<file path="src/rtl/tmr_pkg.sv">
package tmr_pkg;
    localparam int CTRL_W      = 8;
    localparam int SRC_W       = 2;
    localparam int EXP_W       = 3;
    localparam int CTL_EN      = 0;
    localparam int CTL_RELOAD  = 1;
    localparam int CTL_SRC_LO  = 2;
    localparam int CTL_EXP_LO  = 4;
    localparam int CTL_ONESHOT = 7;
    localparam logic [CTRL_W-1:0] CTRL_RST = 8'h04;
    localparam logic [3:0] OFF_IEN  = 4'h0;
    localparam logic [3:0] OFF_STS  = 4'h4;
    localparam logic [3:0] OFF_CTRL = 4'h0;
    localparam logic [3:0] OFF_IVAL = 4'h4;
    localparam logic [3:0] OFF_CNT  = 4'h8;
endpackage

</file>
<file path="src/rtl/tmr_prescale.sv">
module tmr_prescale #(
    parameter int EXP_W = 3
) (
    input  logic             clk,
    input  logic             rst_n,
    input  logic             clr_i,
    input  logic             en_i,
    input  logic             tick_i,
    input  logic [EXP_W-1:0] exp_i,
    output logic             pulse_o
);
    localparam int CNT_W = (1 << EXP_W) - 1;

    logic [CNT_W-1:0] cnt_d, cnt_q;
    logic [CNT_W-1:0] lim;

    // terminal value 2^n - 1, built by shifting an all-ones word
    assign lim     = {CNT_W{1'b1}} >> (EXP_W'(CNT_W) - exp_i);
    assign pulse_o = en_i && tick_i && (cnt_q == lim);

    always_comb begin
        cnt_d = cnt_q;
        if (clr_i) begin
            cnt_d = '0;
        end else if (en_i && tick_i) begin
            cnt_d = pulse_o ? '0 : cnt_q + CNT_W'(1);
        end
    end

    always_ff @(posedge clk) begin
        if (!rst_n) cnt_q <= '0;
        else        cnt_q <= cnt_d;
    end
endmodule

</file>
<file path="src/rtl/tmr_channel.sv">
module tmr_channel
    import tmr_pkg::*;
#(
    parameter int DATA_W  = 32,
    parameter int NUM_SRC = 1 << SRC_W
) (
    input  logic              clk,
    input  logic              rst_n,
    input  logic              ctrl_we,
    input  logic              ival_we,
    input  logic [DATA_W-1:0] wdata,
    input  logic [NUM_SRC-1:0] src_tick,
    output logic [CTRL_W-1:0] ctrl_o,
    output logic [DATA_W-1:0] ival_o,
    output logic [DATA_W-1:0] cnt_o,
    output logic              expire_o
);
    typedef struct packed {
        logic [CTRL_W-1:0] ctrl;
        logic [DATA_W-1:0] ival;
        logic [DATA_W-1:0] cnt;
    } ch_state_t;

    ch_state_t st_d, st_q;
    logic             run;
    logic [SRC_W-1:0] src_sel;
    logic [EXP_W-1:0] pre_exp;
    logic             sel_tick;
    logic             dec;
    logic             expire;

    assign run      = st_q.ctrl[CTL_EN];
    assign src_sel  = st_q.ctrl[CTL_SRC_LO +: SRC_W];
    assign pre_exp  = st_q.ctrl[CTL_EXP_LO +: EXP_W];
    assign sel_tick = src_tick[src_sel];

    tmr_prescale #(.EXP_W(EXP_W)) u_pre (
        .clk     (clk),
        .rst_n   (rst_n),
        .clr_i   (ctrl_we),
        .en_i    (run),
        .tick_i  (sel_tick),
        .exp_i   (pre_exp),
        .pulse_o (dec)
    );

    always_comb begin
        st_d   = st_q;
        expire = 1'b0;
        if (ctrl_we) begin
            st_d.ctrl = wdata[CTRL_W-1:0];
            if (wdata[CTL_RELOAD]) st_d.cnt = st_q.ival;
        end else if (dec) begin
            if (st_q.cnt == '0) begin
                expire = 1'b1;
                if (st_q.ctrl[CTL_ONESHOT]) st_d.ctrl[CTL_EN] = 1'b0;
                else                        st_d.cnt = st_q.ival;
            end else begin
                st_d.cnt = st_q.cnt - DATA_W'(1);
            end
        end
        if (ival_we) st_d.ival = wdata;
    end

    always_ff @(posedge clk) begin
        if (!rst_n) begin
            st_q.ctrl <= CTRL_RST;
            st_q.ival <= '0;
            st_q.cnt  <= '0;
        end else begin
            st_q <= st_d;
        end
    end

    assign ctrl_o   = st_q.ctrl;
    assign ival_o   = st_q.ival;
    assign cnt_o    = st_q.cnt;
    assign expire_o = expire;
endmodule

</file>
<file path="src/rtl/interval_timer_bank.sv">
module interval_timer_bank
    import tmr_pkg::*;
#(
    parameter int NUM_CH  = 6,
    parameter int DATA_W  = 32,
    parameter int ADDR_W  = 10,
    parameter int NUM_SRC = 1 << tmr_pkg::SRC_W
) (
    input  logic               clk,
    input  logic               rst_n,
    input  logic               bus_wr,
    input  logic [ADDR_W-1:0]  bus_addr,
    input  logic [DATA_W-1:0]  bus_wdata,
    output logic [DATA_W-1:0]  bus_rdata,
    input  logic [NUM_SRC-1:0] src_tick,
    output logic [NUM_CH-1:0]  irq
);
    localparam int WIN_W = ADDR_W - 4;

    typedef struct packed {
        logic [NUM_CH-1:0] ien;
        logic [NUM_CH-1:0] sts;
    } bank_state_t;

    bank_state_t st_d, st_q;

    logic [WIN_W-1:0] win;
    logic [3:0]       nib;
    logic [NUM_CH-1:0] ch_ctrl_we;
    logic [NUM_CH-1:0] ch_ival_we;
    logic [NUM_CH-1:0] ch_expire;
    logic [NUM_CH-1:0][CTRL_W-1:0] ch_ctrl;
    logic [NUM_CH-1:0][DATA_W-1:0] ch_ival;
    logic [NUM_CH-1:0][DATA_W-1:0] ch_cnt;
    logic sts_we, ien_we;

    assign win    = bus_addr[ADDR_W-1:4];
    assign nib    = bus_addr[3:0];
    assign ien_we = bus_wr && (win == '0) && (nib == OFF_IEN);
    assign sts_we = bus_wr && (win == '0) && (nib == OFF_STS);

    for (genvar g = 0; g < NUM_CH; g++) begin : g_ch
        assign ch_ctrl_we[g] = bus_wr && (win == WIN_W'(g + 1)) && (nib == OFF_CTRL);
        assign ch_ival_we[g] = bus_wr && (win == WIN_W'(g + 1)) && (nib == OFF_IVAL);

        tmr_channel #(.DATA_W(DATA_W), .NUM_SRC(NUM_SRC)) u_ch (
            .clk      (clk),
            .rst_n    (rst_n),
            .ctrl_we  (ch_ctrl_we[g]),
            .ival_we  (ch_ival_we[g]),
            .wdata    (bus_wdata),
            .src_tick (src_tick),
            .ctrl_o   (ch_ctrl[g]),
            .ival_o   (ch_ival[g]),
            .cnt_o    (ch_cnt[g]),
            .expire_o (ch_expire[g])
        );
    end

    always_comb begin
        st_d = st_q;
        if (ien_we) st_d.ien = bus_wdata[NUM_CH-1:0];
        // expiry set is applied after the clear so that it wins
        st_d.sts = (st_q.sts & ~(sts_we ? bus_wdata[NUM_CH-1:0] : '0)) | ch_expire;
    end

    always_ff @(posedge clk) begin
        if (!rst_n) st_q <= '0;
        else        st_q <= st_d;
    end

    always_comb begin
        bus_rdata = '0;
        if (win == '0) begin
            if (nib == OFF_IEN) bus_rdata = DATA_W'(st_q.ien);
            if (nib == OFF_STS) bus_rdata = DATA_W'(st_q.sts);
        end
        for (int i = 0; i < NUM_CH; i++) begin
            if (win == WIN_W'(i + 1)) begin
                if (nib == OFF_CTRL) bus_rdata = DATA_W'(ch_ctrl[i]);
                if (nib == OFF_IVAL) bus_rdata = ch_ival[i];
                if (nib == OFF_CNT)  bus_rdata = ch_cnt[i];
            end
        end
    end

    assign irq = st_q.sts & st_q.ien;
endmodule

</file>
<file path="config.mk">
export PLATFORM = sky130hd
export DESIGN_NAME = interval_timer_bank
export DESIGN_NICKNAME = d
export VERILOG_FILES = /design/src/rtl/tmr_pkg.sv /design/src/rtl/tmr_prescale.sv /design/src/rtl/tmr_channel.sv /design/src/rtl/interval_timer_bank.sv
export SDC_FILE = /design/constraint.sdc
export NUM_CORES = 2
export LEC_CHECK = 0
export ABC_CLOCK_PERIOD_IN_PS = 12950
export BUFFER_PORTS_ARGS = -buffer_cell sky130_fd_sc_hd__buf_2
export CAP_MARGIN = 20
export CORE_ASPECT_RATIO = 1.4
export CORE_UTILIZATION = 35
export DETAILED_ROUTE_END_ITERATION = 7
export PLACE_DENSITY = 0.61
export SLEW_MARGIN = 10
export SYNTH_ARGS = -nofsm -noshare
export SYNTH_HDL_FRONTEND = slang
export SYNTH_SLANG_ARGS = --single-unit
</file>
<file path="constraint.sdc">
create_clock -name clk -period 12.95 [get_ports clk]
set_input_delay 3.885 -clock clk [delete_from_list [all_inputs] [get_ports clk]]
set_output_delay 3.885 -clock clk [all_outputs]
set_load 0.01 [all_outputs]
</file>
# After elaboration in Yosys (flattened, before gate mapping)
# Index checks and enable logic that the tools add are counted.
[totals] regBits=486 latch_bits=0 ramBits=0 rom_bits=0 elab_cells=288 memories=0
[op_classes] add_sub_neg=18 n_mul=0 div=0 n_lt_le_gt_ge=6 n_eq_ne=26 n_shift=6 mux=118 bitwise_logic=5 reduce_logical=77
[ops] operator="$mux 32" count=56
[ops] operator="$logic_not 32->1" count=6
[ops] operator="$sub 32x1->32 const B" count=6
[ops] operator="$mux 1" count=48
[ops] operator="$add 7x1->7 const B" count=6
[ops] operator="$eq 7x7->1" count=6
[ops] operator="$mux 7" count=6
[ops] operator="$shr 7x3->7 const A" count=6
[ops] operator="$reduce_and 3->1" count=12
[ops] operator="$reduce_bool 2->1" count=18
[ops] operator="$logic_and 1x1->1" count=33
[ops] operator="$eq 6x3->1 const B" count=3
[ops] operator="$lt 2x3->1 const B" count=6
[ops] operator="$ne 3x2->1 const B" count=6
[ops] operator="$sub 3x3->3 const A" count=6
[ops] operator="$and 6x6->6" count=2
[ops] operator="$bmux 1 s2" count=6
[ops] operator="$eq 6x2->1 const B" count=2
[ops] operator="$mux 6" count=2
[ops] operator="$ne 2x2->1 const B" count=6
[ops] operator="$reduce_or 2->1" count=6
[ops] operator="$eq 6x1->1 const B" count=1
[ops] operator="$logic_not 6->1" count=1
[ops] operator="$not 6->6" count=1
[ops] operator="other kinds (5)" count=5

# Longest topological paths before layout
[depth] ltp_word=28 depth_mapped=12 ltp_nobuf=9

# Hierarchy
# From an unflattened synthesis, not the netlist that was laid out.
[hier_totals] cells_unflattened=3481 area_unflattened_um2=28489.8
[modules_own_cells] module="tmr_channel" instances=6 cells_per_inst=415 area_each_um2=3507.1 seq_area_each_um2=1441.4
[modules_own_cells] module="interval_timer_bank" instances=1 cells_per_inst=613 area_each_um2=4091.4 seq_area_each_um2=240.2
[modules_own_cells] module="tmr_prescale" instances=6 cells_per_inst=63 area_each_um2=559.3 seq_area_each_um2=140.1

# Worst setup path after synthesis
# No wires, ideal clock.
[synth_path] path_type="input to output" start="input bus_addr[2]" end="output bus_rdata[1]" arrival_time_ns=5.896 path_slack_ns=3.169 stages=8 n_path_buf=4 path_cell_list="clkbuf_1 > buf_1 > buf_1 > clkbuf_1 > mux2i_1 > nor2_1 > a221oi_1 > nand2_1"
[synth_between] elab_chain_len=28 word_cells_on_any_way=30 classes_between="eq/ne: 2; mux: 27; reduce/logical: 1"
[synth_lines] item="start: declaration" line="interval_timer_bank.sv:12" text="input logic [ADDR_W-1:0] bus_addr,"
[synth_lines] item="$logic_not 4->1" line="interval_timer_bank.sv:75, interval_timer_bank.sv:80"
[synth_lines] item="$mux 6" line="interval_timer_bank.sv:75" text="if (nib == OFF_IEN) bus_rdata = DATA_W'(st_q.ien);"
[synth_lines] item="$mux 32" line="interval_timer_bank.sv:76" text="if (nib == OFF_STS) bus_rdata = DATA_W'(st_q.sts);"
[synth_lines] item="$mux 32" line="interval_timer_bank.sv:74" text="if (win == '0) begin"
[synth_lines] item="$mux 32" line="interval_timer_bank.sv:80" text="if (nib == OFF_CTRL) bus_rdata = DATA_W'(ch_ctrl[i]);"
[synth_lines] item="$mux 32" line="interval_timer_bank.sv:81" text="if (nib == OFF_IVAL) bus_rdata = ch_ival[i];"
[synth_lines] item="$mux 32" line="interval_timer_bank.sv:82" text="if (nib == OFF_CNT) bus_rdata = ch_cnt[i];"
[synth_lines] item="$mux 32" line="interval_timer_bank.sv:79" text="if (win == WIN_W'(i + 1)) begin"
[synth_lines] item="(+12 left out)"
[synth_lines] item="$mux 32" line="interval_timer_bank.sv:80"
[synth_lines] item="$mux 32" line="interval_timer_bank.sv:81"
[synth_lines] item="$mux 32" line="interval_timer_bank.sv:82"
[synth_lines] item="$mux 32" line="interval_timer_bank.sv:79"
[synth_lines] item="$mux 32" line="interval_timer_bank.sv:80"
[synth_lines] item="$mux 32" line="interval_timer_bank.sv:81"
[synth_lines] item="$mux 32" line="interval_timer_bank.sv:82"
[synth_lines] item="$mux 32 *" line="interval_timer_bank.sv:79"
[synth_lines] item="end: declaration" line="interval_timer_bank.sv:14" text="output logic [DATA_W-1:0] bus_rdata,"
# Mark *: on every way between the ends. The rest lies on a longest branch, timed or not.

# Worst setup path after layout
[layout_path] start="input bus_addr[2]" end="output bus_rdata[18]"
[layout_between] elab_chain_len=25 word_cells_on_any_way=27 classes_between="eq/ne: 2; mux: 24; reduce/logical: 1"
[layout_lines] item="$logic_not 4->1" line="interval_timer_bank.sv:80"
[layout_lines] item="$mux 32" line="interval_timer_bank.sv:80"
[layout_lines] item="$mux 32" line="interval_timer_bank.sv:81"
[layout_lines] item="$mux 32" line="interval_timer_bank.sv:82"
[layout_lines] item="$mux 32" line="interval_timer_bank.sv:79"
[layout_lines] item="$mux 32" line="interval_timer_bank.sv:80"
[layout_lines] item="$mux 32" line="interval_timer_bank.sv:81"
[layout_lines] item="$mux 32" line="interval_timer_bank.sv:82"
[layout_lines] item="(+9 left out)"
[layout_lines] item="$mux 32" line="interval_timer_bank.sv:80"
[layout_lines] item="$mux 32" line="interval_timer_bank.sv:81"
[layout_lines] item="$mux 32" line="interval_timer_bank.sv:82"
[layout_lines] item="$mux 32" line="interval_timer_bank.sv:79"
[layout_lines] item="$mux 32" line="interval_timer_bank.sv:80"
[layout_lines] item="$mux 32" line="interval_timer_bank.sv:81"
[layout_lines] item="$mux 32" line="interval_timer_bank.sv:82"
[layout_lines] item="$mux 32 *" line="interval_timer_bank.sv:79"
# Marked as above.

==> results_dict.tcl <==
set metrics [dict create \
    status "finished, final reports clean" \
    power_frac_seq_pct 47.3 \
    start_util_pct 35.4 \
    post_cts_resized 0 \
    final_layout_size_suffix_gt1_share_pct 8.25 \
    yosysSeqAreaShare_pct 35.2 \
    rows 121 \
    hold_class "register to register" \
    synth_xor_area_share_pct 0.857 \
    critPathLaunchType "input pin" \
    hold_viol_final 0 \
    fin_crit_ns 10.89 \
    cts_tree "done" \
    fp.dieArea_mm2 0.0800 \
    place_congestion 0.969 \
    worst_skew_pair.late_latency_ns 0.65 \
    grt_antenna_before_repair 3 \
    avgSynthCellArea_um2 7.18 \
    power.switching_mw 0.789 \
    internal_power_mw 2.37 \
    synth_compound_area_share_pct 28.4 \
    wl_per_cell_um 24.3 \
    synth_fa_ha_area_share_pct 0.816 \
    htreeDepth 2 \
    ios 87 \
    drtIter0Drc 3644 \
    first_global_vias 26735 \
    finalNetCount 3819 \
    synthMuxAreaShare_pct 2.75 \
    seq_area_mm2 0.00973 \
    synth_nets 3910 \
    synthCells 3843 \
    post-route-period-util_pct 84.1 \
    drc 0 \
    cts_made_buffers 50 \
    numPortBuffers 86 \
    synth-main-ff-cell "dfxtp_1" \
    cts_buffer_depth 3 \
    grt_pass1_wl_um 174000 \
    cap_violations 0 \
    yosys.area_share.simple_pct 27.0 \
    yosysMostFrequentCell "nand2_1" \
    ff2ff_setup_slack_ns 9.20 \
    synth_top_area_cell "dfxtp_1" \
    path_cells "buf_4 -> nand2b_1 -> nor2_4 -> buf_12 -> a22oi_1 -> o22ai_1 -> a221oi_1 -> nand2_1 -> buf_2" \
    synth_area_leaders "dfxtp_1, nand2_1, a21oi_1" \
    syn_area_mm2 0.0276 \
    ys_ff_latch 486 \
    worst-path-max-fanout 77 \
    cp-end-kind "primary output" \
    synth_top_area_share_pct 35.2 \
    p_leak_nw 10.2 \
    route.vias.total 29787 \
    ys_types 90 \
    post_cts_buffers 0 \
    hold_buffers 0 \
    fin_tns_setup_ns 0 \
    grtUsageTotal_pct 28.7 \
    combPwrFrac_pct 3.8 \
    overflow 0 \
    required_ns 9.06 \
    n_antenna_cell 0 \
    clock_power_share_pct 48.9 \
    root_buffer "clkbuf_16" \
    n_fill_cell 8216 \
    critical_path_class "input pin to primary output" \
    holdWs_ns 0.465 \
    fmax_mhz 91.8 \
    slowest_stage "nor2_4" \
    place_area_mm2 0.0288 \
    setup_violations 0 \
    clock-skew-final_ns 0.0307 \
    final_area_mm2 0.0305 \
    clk_pin_slew_worst_paths_ns 0.07 \
    synth_top_family_by_area "compound AO/OA/AOI/OAI gates" \
    slew_violations 0 \
    wl_um 118000 \
    relSlewSlack_pct 20.8 \
    via_per_inst 6.16 \
    tightest_slew_ns 1.18 \
    peakVddDrop_mv 0.102 \
    grt_setup_unrepaired "false" \
    dr.pass1.iters 6 \
    max_stage_delay_ns 0.85 \
    dp_hpwl_um 83000 \
    critPathArrivalTime_ns 7.01 \
    grt_max_degree 186 \
    ys_warn_count 0 \
    die_x_um 239 \
    die_h_um 334 \
    postRouteAntennaNets 0 \
    power_density_mw_per_mm2 104 \
    cts.sinks 486 \
    swShare_pct 25.0 \
    fin_total_pwr_mw 3.16 \
    synth-edff-count 0 \
    coreArea_mm2 0.0780 \
    multi_input_comb_area_mm2 0.0166 \
    async_reset_ff_share_pct 0 \
    syn_to_final_growth_pct 10.5 \
    synth_top_cells_by_count "nand2_1, a21oi_1, dfxtp_1" \
]
## path summary, 6_finish.rpt
path	startpoint	end	cells after the start
hold / removal	g_ch[0].u_ch.ctrl_o[1]	g_ch[0].u_ch.ctrl_o[1]	2
setup reg to reg	g_ch[4].u_ch.cnt_o[12]	g_ch[4].u_ch.cnt_o[29]	8
hold reg to reg	g_ch[0].u_ch.ctrl_o[1]	g_ch[0].u_ch.ctrl_o[1]	2
setup / recovery	bus_addr[2]	bus_rdata[18]	9
## layer usage
metal	vias up	GRT usage [%]	part of all wire [%]
met1	14109	35.7	39
met2	1562	44.3	44
met4	0	22.2	9.0
met5	-	0	0
li1	13712	-	-
met3	404	4.22	8.0
## worst max-delay path: cells and delay by family
| family | cells | cell delay, ns |
|---|---|---|
| AO/OA/AOI/OAI | 3 | 0.79 |
| AND/OR/NAND/NOR | 3 | 1.39 |
| buffers and inverters | 3 | 0.87 |
## logic make-up after synthesis
family	after synthesis
AO/OA/AOI/OAI	1263
adder cells (fa/ha/maj)	18
buffers and inverters	340
XOR/XNOR	27
AND/OR/NAND/NOR	1641
flip-flops	486
multiplexers	68
## cell type report
class | count | area share, %
sequential | 486 | 31.9
clock inverter | 23 | 0.866
inverter | 50 | 0.640
clock buffer | 69 | 4.67
multi-input combinational | 3017 | 54.6
timing repair buffer | 147 | 3.05
tap | 1045 | 4.29
## power by group through the flow
stage / registers, mW / logic (mW) / clock network (mW)
floorplan: 1.53 / 0.0589 / 0
global placement: 1.53 / 0.117 / 0
detailed placement: 1.53 / 0.117 / 0
CTS: 1.49 / 0.117 / 1.55
global route: 1.49 / 0.123 / 1.61
finish: 1.49 / 0.121 / 1.54
## cell usage in the layout, fill, tap and decap left out, types with 18 or more instances in the layout
cell type,netlist,layout
nand2_1,803,802
a21oi_1,569,569
dfxtp_1,486,486
nor2_1,339,330
o21ai_0,154,153
nor3_1,108,108
a22oi_1,100,100
buf_2,53,84
nand3_1,77,77
o22ai_1,73,73
mux2i_1,60,60
buf_4,4,60
nor4_1,57,56
o211ai_1,55,55
clkbuf_16,0,50
inv_1,50,49
o32ai_1,40,40
nand4_1,39,39
o31ai_1,35,35
a31oi_1,35,33
nand2b_1,31,31
or3_1,29,29
a22o_1,26,26
a221oi_1,24,24
or4_1,22,22
and2_1,23,22
a21o_1,19,19
ha_1,18,18
## registers in the layout (all words and copies together), names as in the netlist
name	flops
g_ch.u_ch.ctrl_o	48
g_ch.u_ch.cnt_o	192
g_ch.u_ch.u_pre.cnt_q	42
st_q	12
g_ch.u_ch.ival_o	192
## through the flow
step	setup slack [ns]	cells	utilization (%)
3_3_place_gp	2.18	4745	36.9
4_1_cts	2.14	4837	39.1
5_1_grt	1.99	4837	39.1
6_report	2.06	4837	39.1
2_1_floorplan	3.17	3843	-
3_5_place_dp	2.14	4745	36.9
Note: power is estimated with default switching activity, not from simulation.
